## config.mk

```make
export PLATFORM = sky130hd
export DESIGN_NAME = mdm_regs
export DESIGN_NICKNAME = d
export VERILOG_FILES = /design/src/rtl/mdm_pkg.sv /design/src/rtl/mdm_sync.sv /design/src/rtl/mdm_status.sv /design/src/rtl/mdm_ctrl.sv /design/src/rtl/mdm_regs.sv
export SDC_FILE = /design/constraint.sdc
export NUM_CORES = 1
export LEC_CHECK = 0
export ABC_CLOCK_PERIOD_IN_PS = 900
export BUFFER_PORTS_ARGS = -buffer_cell sky130_fd_sc_hd__buf_2
export CORE_MARGIN = 5
export CORE_UTILIZATION = 43
export CTS_CLUSTER_SIZE = 16
export DETAILED_ROUTE_END_ITERATION = 12
export PLACE_DENSITY = 0.73
export SLEW_MARGIN = 10
export SYNTH_ARGS = -nofsm -noshare
export SYNTH_HDL_FRONTEND = slang
export SYNTH_SLANG_ARGS = --single-unit
export TNS_END_PERCENT = 30
```

## constraint.sdc

```tcl
create_clock -name clk_i -period 0.9 [get_ports clk_i]
set_input_delay 0.18 -clock clk_i [delete_from_list [all_inputs] [get_ports clk_i]]
set_output_delay 0.18 -clock clk_i [all_outputs]
set_load 0.05 [all_outputs]
```

## src/rtl/mdm_pkg.sv

```systemverilog
package mdm_pkg;
  localparam int LINES  = 4;
  localparam int BYTE_W = 8;
  localparam int CTRL_W = 5;

  // line vector order {dcd, ri, dsr, cts}; status = {levels, deltas}
  localparam int L_CTS = 0;
  localparam int L_DSR = 1;
  localparam int L_RI  = 2;
  localparam int L_DCD = 3;

  localparam int C_DTR  = 0;
  localparam int C_RTS  = 1;
  localparam int C_OUT1 = 2;
  localparam int C_OUT2 = 3;
  localparam int C_LOOP = 4;

  localparam logic [LINES-1:0]  LINE_RST = 4'b1011;
  localparam logic [CTRL_W-1:0] CTRL_RST = 5'b01000;

  typedef enum logic {SEL_CTRL = 1'b0, SEL_STAT = 1'b1} reg_sel_e;
endpackage

```

## src/rtl/mdm_sync.sv

```systemverilog
module mdm_sync #(
  parameter int              W      = 4,
  parameter int              STAGES = 2,
  parameter logic [W-1:0]    RST    = '0
) (
  input  logic         clk_i,
  input  logic         rst_ni,
  input  logic [W-1:0] d_i,
  output logic [W-1:0] q_o
);
  logic [STAGES-1:0][W-1:0] stg_q;

  always_ff @(posedge clk_i or negedge rst_ni) begin
    if (!rst_ni) stg_q[0] <= RST;
    else         stg_q[0] <= d_i;
  end

  for (genvar g = 1; g < STAGES; g++) begin : g_stage
    always_ff @(posedge clk_i or negedge rst_ni) begin
      if (!rst_ni) stg_q[g] <= RST;
      else         stg_q[g] <= stg_q[g-1];
    end
  end

  assign q_o = stg_q[STAGES-1];
endmodule

```

## src/rtl/mdm_status.sv

```systemverilog
module mdm_status
  import mdm_pkg::*;
(
  input  logic              clk_i,
  input  logic              rst_ni,
  input  logic [LINES-1:0]  line_i,
  input  logic              clr_i,
  output logic [BYTE_W-1:0] stat_o,
  output logic              any_o
);
  logic [LINES-1:0] lvl_q, dlt_q, dlt_new;

  always_comb begin
    dlt_new        = lvl_q ^ line_i;
    // ring flags the trailing edge only
    dlt_new[L_RI]  = lvl_q[L_RI] & ~line_i[L_RI];
  end

  always_ff @(posedge clk_i or negedge rst_ni) begin
    if (!rst_ni) begin
      lvl_q <= LINE_RST;
      dlt_q <= '0;
    end else begin
      lvl_q <= line_i;
      dlt_q <= (clr_i ? '0 : dlt_q) | dlt_new;
    end
  end

  assign stat_o = {lvl_q, dlt_q};
  assign any_o  = |dlt_q;

  p_delta_on_change_r2: assert property (@(posedge clk_i) disable iff (!rst_ni)
    (lvl_q[L_CTS] != $past(lvl_q[L_CTS])) |-> dlt_q[L_CTS]);

  p_delta_sticky_r2: assert property (@(posedge clk_i) disable iff (!rst_ni)
    (dlt_q != '0 && !clr_i) |=> ((dlt_q & $past(dlt_q)) == $past(dlt_q)));

  p_ri_rise_quiet_r3: assert property (@(posedge clk_i) disable iff (!rst_ni)
    ($rose(lvl_q[L_RI]) && !$past(clr_i)) |-> (dlt_q[L_RI] == $past(dlt_q[L_RI])));

  p_clear_r4: assert property (@(posedge clk_i) disable iff (!rst_ni)
    (clr_i && line_i == lvl_q) |=> (dlt_q == '0));
endmodule

```

## src/rtl/mdm_ctrl.sv

```systemverilog
module mdm_ctrl
  import mdm_pkg::*;
(
  input  logic              clk_i,
  input  logic              rst_ni,
  input  logic              we_i,
  input  logic [BYTE_W-1:0] wdata_i,
  output logic [CTRL_W-1:0] ctrl_o,
  output logic [LINES-1:0]  pins_o,
  output logic              loop_o
);
  logic [CTRL_W-1:0] ctrl_q;
  logic              unused_hi;

  assign unused_hi = ^wdata_i[BYTE_W-1:CTRL_W];

  always_ff @(posedge clk_i or negedge rst_ni) begin
    if (!rst_ni)   ctrl_q <= CTRL_RST;
    else if (we_i) ctrl_q <= wdata_i[CTRL_W-1:0];
  end

  assign loop_o = ctrl_q[C_LOOP];
  assign ctrl_o = ctrl_q;
  // pins order {out2, out1, rts, dtr}, held inactive in loopback
  assign pins_o = loop_o ? '0 : ctrl_q[LINES-1:0];
endmodule

```

## src/rtl/mdm_regs.sv

```systemverilog
module mdm_regs
  import mdm_pkg::*;
#(
  parameter int SYNC_STAGES = 2
) (
  input  logic              clk_i,
  input  logic              rst_ni,
  input  logic              reg_sel_i,
  input  logic              wr_en_i,
  input  logic              rd_en_i,
  input  logic [BYTE_W-1:0] wdata_i,
  output logic [BYTE_W-1:0] rdata_o,
  input  logic              cts_i,
  input  logic              dsr_i,
  input  logic              dcd_i,
  input  logic              ri_i,
  output logic              dtr_o,
  output logic              rts_o,
  output logic              out1_o,
  output logic              out2_o,
  output logic              msc_irq_o
);
  logic [LINES-1:0]  line_raw, line_syn, pins;
  logic [CTRL_W-1:0] ctrl;
  logic [BYTE_W-1:0] stat, loop_img;
  logic              loop, stat_clr, any_dlt;
  reg_sel_e          sel;

  assign sel      = reg_sel_e'(reg_sel_i);
  assign line_raw = {dcd_i, ri_i, dsr_i, cts_i};

  mdm_sync #(.W(LINES), .STAGES(SYNC_STAGES), .RST(LINE_RST)) u_sync (
    .clk_i, .rst_ni, .d_i(line_raw), .q_o(line_syn)
  );

  assign stat_clr = rd_en_i && (sel == SEL_STAT) && !loop;

  mdm_status u_stat (
    .clk_i, .rst_ni, .line_i(line_syn), .clr_i(stat_clr),
    .stat_o(stat), .any_o(any_dlt)
  );

  mdm_ctrl u_ctrl (
    .clk_i, .rst_ni, .we_i(wr_en_i && (sel == SEL_CTRL)), .wdata_i,
    .ctrl_o(ctrl), .pins_o(pins), .loop_o(loop)
  );

  assign loop_img = {ctrl[C_OUT2], ctrl[C_OUT1], ctrl[C_DTR], ctrl[C_RTS], 4'b0000};

  always_comb begin
    if (sel == SEL_CTRL) rdata_o = {{(BYTE_W-CTRL_W){1'b0}}, ctrl};
    else if (loop)       rdata_o = loop_img;
    else                 rdata_o = stat;
  end

  assign dtr_o     = pins[C_DTR];
  assign rts_o     = pins[C_RTS];
  assign out1_o    = pins[C_OUT1];
  assign out2_o    = pins[C_OUT2];
  assign msc_irq_o = any_dlt;

  p_loop_quiet_r7: assert property (@(posedge clk_i) disable iff (!rst_ni)
    (wr_en_i && !reg_sel_i && wdata_i[C_LOOP]) |=> ({dtr_o, rts_o, out1_o, out2_o} == 4'b0000));

  p_irq_cleared_r8: assert property (@(posedge clk_i) disable iff (!rst_ni)
    (rd_en_i && reg_sel_i && !loop && line_syn == stat[7:4]) |=> !msc_irq_o);
endmodule

```

* After elaboration in Yosys (flattened, before gate mapping)
Cells that the tools add are included.
** Word-level totals
- Logic and storage cells :: 19
- Memory bits (read-only) :: 0
- Flip-flop bits (word level) :: 21
- Memories kept :: 0
- Latch bits :: 0
- Memory bits (writable) :: 0
- Bits of input ports :: 17
- Output and inout port bits :: 13
** Operators by class
- Eq/ne operators :: 0
- Reductions and logical operators :: 5
- Shifts and indexed selects :: 0
- Bitwise logic cells :: 5
- Multiplexer cells :: 4
- $add $sub $neg :: 0
- $lt $le $gt $ge :: 0
- Multipliers :: 0
- Divide/modulo/power cells :: 0
** Operator list (number)
- 8-bit 2-to-1 mux :: 2
- 4-bit 2-to-1 mux :: 2
- 4-bit bitwise OR :: 1
- 4-bit OR reduction :: 1
- 4-bit XOR :: 1
- 1-bit logical AND :: 3
- 1-bit inverter :: 2
- 1-bit AND :: 1
- 1-bit zero test :: 1

* Depth between registers and ports, before layout
Gate-level depths: netlist of the first run.
- Word-level depth :: 4
- Depth in mapped cells :: 4
- Gate-level depth less buffers :: 2

* Cells and area by module
Synthesis of the first run repeated with hierarchy kept, for this count alone.
** Unflattened totals
- Cells, all modules :: 66
- Area total of the unflattened synthesis :: 864.6 sq um
** Modules (own cells, without submodules)
- mdm_status :: sequential area each 203.9 sq um, instances 1, area each 276.5 sq um, cells an instance 21
- mdm_sync :: sequential area each 207.7 sq um, instances 1, area each 237.7 sq um, cells an instance 12
- mdm_ctrl :: sequential area each 126.4 sq um, instances 1, area each 215.2 sq um, cells an instance 15
- mdm_regs :: sequential area each 0.0 sq um, instances 1, area each 135.1 sq um, cells an instance 18

* Worst setup path after synthesis of the first run
Ideal clock, no wire load.
- Path kind :: register to output
- From :: register u_ctrl.ctrl_q[3] (netlist: u_ctrl.ctrl_o[3])
- To :: output rdata_o[3]
- Arrival :: 1.647 ns
- Slack :: -0.927 ns
- Buffers on the path :: 0
- Required time :: 0.720 ns
- Cell stages (with the launch flop) :: 3
- Path through :: dfstp_2 -> inv_1 -> o21ai_0
** Between the ends
- Word-level cells in the longest chain between the ends :: 1
** RTL lines
- start, declared :: line mdm_ctrl.sv:12 : logic [CTRL_W-1:0] ctrl_q;
- start signal, assigned :: line mdm_ctrl.sv:19 : else if (we_i) ctrl_q <= wdata_i[CTRL_W-1:0];
- 8-bit 2-to-1 mux :: line mdm_regs.sv:51 : if (sel == SEL_CTRL) rdata_o = {{(BYTE_W-CTRL_W){1'b0}}, ctrl};
- end, declared :: line mdm_regs.sv:12 : output logic [BYTE_W-1:0] rdata_o,
No other way between the ends.

* Worst setup path in the final report of the first run
- From :: register u_ctrl.ctrl_q[4] (netlist: u_ctrl.ctrl_o[4])
- To :: output rdata_o[6]
** Between the ends
- Word-level cells in the longest chain between the ends :: 2
** RTL lines
- 8-bit 2-to-1 mux :: line mdm_regs.sv:52 : else if (loop) rdata_o = loop_img;
- 8-bit 2-to-1 mux :: line mdm_regs.sv:51
No other way between the ends.

==> metrics.md, run 1 <==
| Metric | Value |
|---|---|
| Status | `complete, but fails checks` |
| Violated checks | `setup timing` |
| Routed wire length | `2030 um` |
| Crit. Startpoint | `u_ctrl.ctrl_o[4]` |
| Die area | `3090 sq um` |
| Worst-path clk slew | `0.11 ns` |
| CP bufs+invs | `2` |
| Post-Synthesis Cells | `68` |
| CP max stage delay | `0.46 ns` |
| Max Clock Skew | `0.00224 ns` |
| GRT overflow | `0` |
| Num CTS Buffers | `3` |
| Clk sinks | `21` |
| Clock Root Buffer | `clkbuf_4` |
| CP required | `0.72 ns` |
| CP top delay family | `flip-flops` |
| Reg2reg start | `u_ctrl.ctrl_o[4]` |
| Final setup fails | `20` |
| Pre-CTS worst setup slack | `-0.469 ns` |
| Switching power | `973 uW` |
| Diodes inserted | `0` |
| Logic pwr share | `42.1%` |
| Starting DRT DRC Count | `7` |
| Placement Cell Area | `1270 sq um` |
| Seq pwr share | `41.1%` |
| Share of cells above drive strength 1 | `73.7%` |
| CTS tree | `done` |
| H-tree lvl count | `1` |
| Placed Cells | `134` |
| Fin. max-slew vios | `0` |
| Hpwl dp | `1430 um` |
| Post-synthesis sequential area ratio | `60.2%` |
| WP depth | `4` |
| Seq cells post-synth | `21` |
| Die Wd | `55.6 um` |
| Final non-filler cell total | `145` |
| Final Hold Vio Count | `0` |
| Netlist cell types | `19` |
| Fin crit share | `172%` |
| Crit path capture | `rdata_o[6]` |
| Reg-to-Reg End | `u_stat.dlt_q[2]` |
| Syn Nets | `85` |
| Largest net degree at the start of global routing | `22` |
| Int Power | `1760 uW` |
| Fin nets | `136` |
| Post-route cell area | `1500 sq um` |
| Crit. End Element | `output pin` |
| IO Count | `30` |
| DR vias | `680` |
| CP arrival | `1.37 ns` |
| Initial Util | `45.5%` |
| Pwr/cell area | `1830 nW/um^2` |
| Area Overhead vs Synth | `67.6%` |
| Core box area | `1960 sq um` |
| Max transition margin | `70.3%` |
| CP max stage cell | `dfrtp_2` |
| RSZ-0062 raised after global routing | `yes` |
| Sw frac | `35.6%` |
| Worst r2r path cells | `4` |
| Initial antenna violation count | `0` |
| Rows | `16` |
| Clock latency on the worst-skew pair | `0.31 ns` |
| Gr usage total | `15.1%` |
| Worst vdd ir | `1150 uV` |
| Area leader, netlist | `dfrtp_1` |
| Worst Tran Pin Value | `0.445 ns` |
| Cell breakdown of the critical path | `buf_6, mux2i_4, nor2b_4, buf_6` |
| Worst min-delay path class | `input pin to register` |
| Lkg Pwr | `0.000688 uW` |
| Fmax | `0.645 GHz` |
| Gp weighted congestion | `0.735` |
| Initial DRT Pass Iterations | `4` |
| Routed len/inst | `14.0 um` |
| CP most frequent cell | `buf_6` |
| Via-per-instance ratio | `4.69` |
| Max-cap violations | `0` |
| Die height | `55.6 um` |
| Port buffer count | `26` |
| Worst Setup Path Type | `register to output pin` |
| Mean Syn Cell Area | `13.1 sq um` |
| First-pass GRT wire length | `3670 um` |
| Worst R2R Setup Slack | `-0.34 ns` |
| Crit path max fanout | `6` |
| Vias in the first global route | `768` |
| Detail Route Antenna Nets | `0` |
| Ys Warns | `0` |
| Final WS setup | `-0.651 ns` |
| Top cells by area, synth | `dfrtp_1, dfstp_2, mux2_4` |
| Synth top area share | `30.8%` |
| Mapped Area | `893 sq um` |
| Clock share of power | `16.8%` |
| Min Tclk post-route | `1.55 ns` |
| Startpoint types | `register` |
| Tot Pwr | `2740 uW` |
| DRC viols | `0` |
| Bufs on Longest Clock Path | `2` |
[cell families after synthesis]
kind of cell / after synthesis / synth area share (%)
AO/OA/AOI/OAI: 10 / 7.84
XOR/XNOR: 3 / 2.94
buffers and inverters: 12 / 6.72
flip-flops: 21 / 60.2
multiplexers: 8 / 11.8
AND/OR/NAND/NOR: 14 / 10.5
[cell usage in the layout, fill, tap and decap left out, drive strengths merged]
| cell type | count |
|---|---|
| and3b | 1 |
| nor2 | 4 |
| nand4 | 1 |
| dfstp | 10 |
| mux2 | 5 |
| o22ai | 1 |
| xnor2 | 3 |
| dfrtp | 11 |
| mux2i | 3 |
| dlygate4sd3 | 5 |
| nand3b | 4 |
| a31oi | 1 |
| a21oi | 1 |
| nor2b | 4 |
| inv | 9 |
| clkbuf | 4 |
| o21ai | 7 |
| buf | 44 |
[state kept, by name (all words and copies together) (netlist names)]
register,flops
u_sync.stg_q,4
u_sync.q_o,4
u_ctrl.ctrl_o,5
u_stat.dlt_q,4
u_stat.lvl_q,4
[how the worst min path moves through the flow]
stage / startpoint / end / slack [ns] / depth (start not counted)
6_report: wdata_i[1] / u_ctrl.ctrl_o[1] / 0.1 / 2
5_1_grt: wdata_i[1] / u_ctrl.ctrl_o[1] / 0.09 / 2
4_1_cts: wdata_i[3] / u_ctrl.ctrl_o[3] / 0.09 / 2
3_5_place_dp: rst_ni / u_sync.stg_q[2] / 0.15 / 1
3_3_place_gp: rst_ni / u_sync.stg_q[2] / 0.14 / 1
2_1_floorplan: rst_ni / u_ctrl.ctrl_o[0] / -0.12 / 0
[metal layers]
layer	track usage [%]	share of wire (%)	up-vias
met2	26.0	53	19
met4	5.21	2.3	0
met5	0	0	-
met1	17.8	39	330
met3	4.64	5.1	7
li1	-	-	324
[area by class of cell]
type | count | area, sq um
Inverter | 9 | 36.3
Multi-Input combinational cell | 35 | 440
Sequential cell | 21 | 539
Clock buffer | 4 | 26.3
Timing Repair Buffer | 49 | 422
Tap cell | 27 | 33.8
Fill cell | 132 | 464
[through the flow]
stage               setup TNS, ns  util (%)  hold slack [ns]
floorplan                   -3.04         -           -0.116
global placement            -7.15      64.6            0.144
detailed placement          -7.83      64.6            0.155
CTS                         -9.20      75.4           0.0943
global route               -10.24      76.3           0.0894
finish                      -9.05      76.3           0.0957
[synthesized netlist by cell type]
library cell and n:
mux2i_1 3, nand4_1 1, o21ai_0 4, nor2b_4 1, nor2b_1 3, dfstp_2 10, dfrtp_1 11, buf_6 1
mux2_4 5, a31oi_1 1, xnor2_1 3, nand3b_1 4, buf_4 2, o22ai_2 1, o21ai_2 3, nor2_1 4
and3b_2 1, a21oi_1 1, inv_1 9
[power by group through the flow]
stage	sequential, uW	combinational (uW)	clock, uW
5_1_grt	1140	1210	510
3_5_place_dp	1130	919	0
2_1_floorplan	1100	707	0
6_report	1120	1150	460
4_1_cts	1120	1130	461
3_3_place_gp	1130	902	0
[repair_timing]
| item | CTS | global route |
|---|---|---|
| setup buffers | 2 | 0 |
| pin swaps | 2 | 1 |
| endpoints found under the hold margin | 15 | 0 |
| resized for setup | 39 | 5 |
| hold buffers | 5 | 0 |
| setup endpoints to repair | 22 | 21 |
Power figures use the tool's default switching activity.
==> inputs of run 2 (changes only) <==
ABC_CLOCK_PERIOD_IN_PS = 1810   (was 900)
CORE_UTILIZATION = 45   (was 43)
clock period = 1.81 ns   (was 0.9 ns; I/O delays follow)
==> metrics.md, run 2 (synthesis results as in run 1) <==
| Metric | Value |
|---|---|
| Highest metal used | `met4` |
| Clock Root Buffer | `clkbuf_4` |
| Gp weighted congestion | `0.726` |
| Core box area | `1920 sq um` |
| Bufs on Longest Clock Path | `2` |
| DRC viols | `0` |
| Lkg Pwr | `0.000532 uW` |
| Routed wire length | `1550 um` |
| Final setup fails | `0` |
| CP max stage cell | `dfrtp_2` |
| Sw frac | `35.2%` |
| Max transition margin | `70.5%` |
| Pwr/cell area | `1020 nW/um^2` |
| Worst min-delay path class | `input pin to register` |
| Crit. End Element | `output pin` |
| Starting DRT DRC Count | `4` |
| Max-cap violations | `0` |
| Largest net degree at the start of global routing | `22` |
| Fin nets | `114` |
| M1 WL | `630 um` |
| Post-route cell area | `1080 sq um` |
| Worst vdd ir | `491 uV` |
| Routed len/inst | `12.6 um` |
| Crit path max fanout | `15` |
| Fin crit share | `95.5%` |
| Share of cells above drive strength 1 | `54.2%` |
| Fin. max-slew vios | `0` |
| Diodes inserted | `0` |
| Reg-to-Reg End | `u_stat.dlt_q[2]` |
| H-tree lvl count | `1` |
| CP max stage delay | `0.52 ns` |
| Cell breakdown of the critical path | `mux2i_1, nor2b_1, clkbuf_4` |
| CP arrival | `1.37 ns` |
| Postcts setup bufs | `0` |
| GRT overflow | `0` |
| Clk sinks | `21` |
| Die height | `54.6 um` |
| Placement Cell Area | `1030 sq um` |
| Fmax | `0.578 GHz` |
| Hold depth | `1` |
| DR vias | `562` |
| Initial antenna violation count | `0` |
| Pre-CTS worst setup slack | `0.288 ns` |
| CTS tree | `done` |
| Min Tclk post-route | `1.73 ns` |
| Logic pwr share | `30.1%` |
| Worst Min Path Start | `dsr_i` |
| Clock latency on the worst-skew pair | `0.30 ns` |
| Commonest cells after routing, fill and taps aside | `buf_2, dfrtp_1, dfstp_2, inv_1, clkbuf_4` |
| Port buffer count | `26` |
| Switching power | `389 uW` |
| Area Overhead vs Synth | `21.4%` |
| Worst Setup Path Type | `register to output pin` |
| Commonest non-fill, non-tap cell in the layout | `buf_2` |
| Int Power | `715 uW` |
| Rows | `16` |
| Clock share of power | `19.5%` |
| Status | `complete, no violations` |
| Max reg flops | `5` |
| Final Hold Vio Count | `0` |
| Die Wd | `54.6 um` |
| Gr usage total | `11.3%` |
| Initial Util | `46.5%` |
| Startpoint types | `register` |
| Vias in the first global route | `538` |
| First-pass GRT wire length | `2300 um` |
| Max Clock Skew | `0.000768 ns` |
| Met3 Wirelength | `112 um` |
| Via-per-instance ratio | `4.57` |
| Num CTS Buffers | `3` |
| Worst r2r path cells | `2` |
| IO Count | `30` |
| Die area | `2980 sq um` |
| Met2 WL | `795 um` |
| Worst Tran Pin Value | `0.443 ns` |
| Worst-path clk slew | `0.11 ns` |
| Initial DRT Pass Iterations | `3` |
| Worst R2R Setup Slack | `0.75 ns` |
| Detail Route Antenna Nets | `0` |
| Tot Pwr | `1100 uW` |
| Seq pwr share | `50.4%` |
| Reg2reg start | `u_ctrl.ctrl_o[4]` |
| Final WS setup | `0.0809 ns` |
| Hold Path End | `u_sync.stg_q[1]` |
| CP required | `1.45 ns` |
==> run 2: cell types whose count changed in the layout (fill, tap and decap cells not counted), moves of 3 or more <==
| cell | before | now |
|---|---|---|
| buf_4 | 16 | 3 |
| buf_6 | 13 | 0 |
| buf_2 | 12 | 20 |
| dlygate4sd3_1 | 5 | 1 |
| nor2_1 | 0 | 4 |
| nor2_4 | 4 | 0 |
| buf_8 | 3 | 0 |
| clkbuf_4 | 3 | 6 |
| mux2i_1 | 0 | 3 |
| nor2b_1 | 0 | 3 |
| nor2b_4 | 4 | 1 |
| o21ai_0 | 0 | 3 |
| o21ai_4 | 3 | 0 |
==> run 2: metrics by stage <==
step / utilization [%] / std cells / setup TNS [ns] / hold slack [ns]
after floorplan: - / 68 / -0.490 / 0.0664
after global placement: 53.6 / 118 / 0 / 0.328
after detailed placement: 53.6 / 118 / 0 / 0.336
after CTS: 55.7 / 123 / 0 / 0.123
after global routing: 56.4 / 123 / -0.0213 / 0.120
final: 56.4 / 123 / 0 / 0.150
==> run 2: metal layers <==
metal  global-route usage [%]  vias to the layer above
met2                     18.1                       16
met1                     13.2                      266
met5                        0                        -
met3                     3.00                        2
li1                         -                      278
met4                     7.47                        0
==> run 2: worst max-delay path, delay by kind of cell (launching register included) <==
kind,cells,cell delay [ns]
buf+inv,1,0.25
flops,1,0.52
mux,1,0.16
simple gates,1,0.14
==> run 2: worst max path at each step <==
stage	from	to	cells after the start
after floorplan	reg_sel_i	rdata_o[0]	2
after global placement	reg_sel_i	rdata_o[4]	4
after detailed placement	u_ctrl.ctrl_o[4]	rdata_o[7]	3
after CTS	u_ctrl.ctrl_o[4]	rdata_o[1]	3
after global routing	u_ctrl.ctrl_o[4]	rdata_o[5]	3
final	u_ctrl.ctrl_o[4]	rdata_o[5]	3
==> run 2: timing repair <==
item / CTS / global route
resized for setup: 1 / 9
endpoints found under the hold margin: 11 / 0
endpoints found under the setup margin: 8 / 6
hold buffers: 1 / 0
==> run 2: final cells by class <==
cell class	count	area (sq um)
flip-flops and latches	21	539
inverters	9	33.8
clock inverters	1	5.00
well taps	27	33.8
clock buffers	3	22.5
repair buffers	27	155
multi-input cells	35	295
fillers	188	837
==> run 2: power groups by stage <==
stage | clock [uW] | combinational [uW] | sequential (uW)
finish | 215 | 332 | 556
global route | 257 | 353 | 564
CTS | 236 | 324 | 556
detailed placement | 0 | 321 | 564
global placement | 0 | 316 | 562
floorplan | 0 | 270 | 545
==> inputs of run 3 (changes only) <==
CORE_UTILIZATION = 40   (was 45)
PLACE_DENSITY = 0.66   (was 0.73)
==> metrics.md, run 3 (synthesis results as in run 1) <==
| Metric | Value |
|---|---|
| Status | `complete, no violations` |
| Crit. End Element | `output pin` |
| FILL cells | `204` |
| Routed len/inst | `13.7 um` |
| Share of cells above drive strength 1 | `54.6%` |
| CP max stage delay | `0.52 ns` |
| Diodes inserted | `0` |
| Core box area | `2170 sq um` |
| WHS | `0.132 ns` |
| Via-per-instance ratio | `4.72` |
| Startpoint types | `register` |
| Worst Tran Pin Value | `0.467 ns` |
| Lkg Pwr | `0.000537 uW` |
| Max Clock Skew | `0.0120 ns` |
| Max-cap violations | `0` |
| H-tree lvl count | `1` |
| Detail Route Antenna Nets | `0` |
| Clock latency on the worst-skew pair | `0.31 ns` |
| WP depth | `3` |
| Area Overhead vs Synth | `22.4%` |
| CP max stage cell | `dfrtp_2` |
| GRT overflow | `0` |
| Clk sinks | `21` |
| Worst vdd ir | `498 uV` |
| CP bufs+invs | `1` |
| Initial Util | `41.2%` |
| Fin nets | `115` |
| CP arrival | `1.39 ns` |
| Final setup fails | `0` |
| Port buffer count | `26` |
| Cell breakdown of the critical path | `nand3b_1, o21ai_0, clkbuf_4` |
| Rows | `17` |
| Worst r2r path cells | `2` |
| Hold depth | `1` |
| Num CTS Buffers | `3` |
| Fin crit share | `97.0%` |
| Hpwl dp | `1260 um` |
| Commonest cells after routing, fill and taps aside | `buf_2, dfrtp_1, dfstp_2, inv_1, clkbuf_4` |
| Final Hold Vio Count | `0` |
| Max reg flops | `5` |
| Crit path max fanout | `14` |
| Worst-path clk slew | `0.13 ns` |
| Worst Setup Path Type | `register to output pin` |
| DRC viols | `0` |
| First-pass GRT wire length | `2750 um` |
| Final TNS setup | `0 ns` |
| CTS tree | `done` |
| DR vias | `590` |
| Commonest non-fill, non-tap cell in the layout | `buf_2` |
| Min Tclk post-route | `1.75 ns` |
| Gp weighted congestion | `0.728` |
| Die area | `3280 sq um` |
| Fmax | `0.570 GHz` |
| CP required | `1.45 ns` |
| Gr usage total | `11.2%` |
| Max transition margin | `68.9%` |
| Pwr/cell area | `1030 nW/um^2` |
| Die height | `57.3 um` |
| Die Wd | `57.3 um` |
| Bufs on Longest Clock Path | `2` |
| Initial antenna violation count | `0` |
| Worst min-delay path class | `input pin to register` |
| Largest net degree at the start of global routing | `22` |
| Clock Root Buffer | `clkbuf_4` |
| Starting DRT DRC Count | `7` |
| Final core occ | `50.4%` |
| Tot Pwr | `1120 uW` |
| Vias in the first global route | `589` |
| Routed wire length | `1710 um` |
| Fin. max-slew vios | `0` |
| CP top delay family | `flip-flops` |
| IO Count | `30` |
| Initial DRT Pass Iterations | `4` |
[run 3: stage by stage]
stage          setup WS, ns  cells  area, sq um
3_5_place_dp          0.282    119         1030
3_3_place_gp          0.313    119         1030
6_report             0.0551    125         1090
4_1_cts              0.0333    124         1070
2_1_floorplan        -0.163     68          893
5_1_grt             -0.0397    125         1090
[run 3: area by class of cell]
cell class / count / area, sq um / share of cell area (%)
clock buffers: 3 / 22.5 / 2.06
clock inverters: 1 / 5.00 / 0.458
inverters: 9 / 33.8 / 3.09
multi-input cells: 35 / 295 / 27.0
flip-flops and latches: 21 / 539 / 49.3
well taps: 28 / 35.0 / 3.20
repair buffers: 28 / 163 / 14.9
[run 3: what timing repair did]
| item | CTS | global route |
|---|---|---|
| hold buffers | 1 | 0 |
| buffers inserted | 0 | 1 |
| resized for setup | 1 | 8 |
| pin swaps | 0 | 0 |
| hold endpoints to repair | 6 | 0 |
| setup endpoints to repair | 8 | 7 |
[run 3: path summary, 6_finish.rpt]
kind | end | slack, ns | start
max reg2reg | u_stat.dlt_q[2] | 0.74 | u_ctrl.ctrl_o[4]
min in group asynchronous | u_sync.stg_q[2] | 0.52 | rst_ni
max | rdata_o[2] | 0.06 | u_ctrl.ctrl_o[4]
min | u_sync.stg_q[3] | 0.13 | dcd_i
min reg2reg | u_sync.q_o[1] | 0.35 | u_sync.stg_q[1]
max in group asynchronous | u_sync.stg_q[1] | 0.93 | rst_ni
[run 3: routing by layer]
| metal | GRT usage (%) | vias up | part of all wire (%) |
|---|---|---|---|
| li1 | - | 279 | - |
| met1 | 13.2 | 283 | 41 |
| met2 | 17.8 | 22 | 49 |
| met3 | 3.39 | 6 | 7.9 |
| met4 | 6.95 | 0 | 2.8 |
| met5 | 0 | - | 0 |
[run 3: power breakdown]
part | internal (uW) | switching (uW)
clock network | 82.4 | 146
registers | 520 | 36.5
logic | 116 | 222
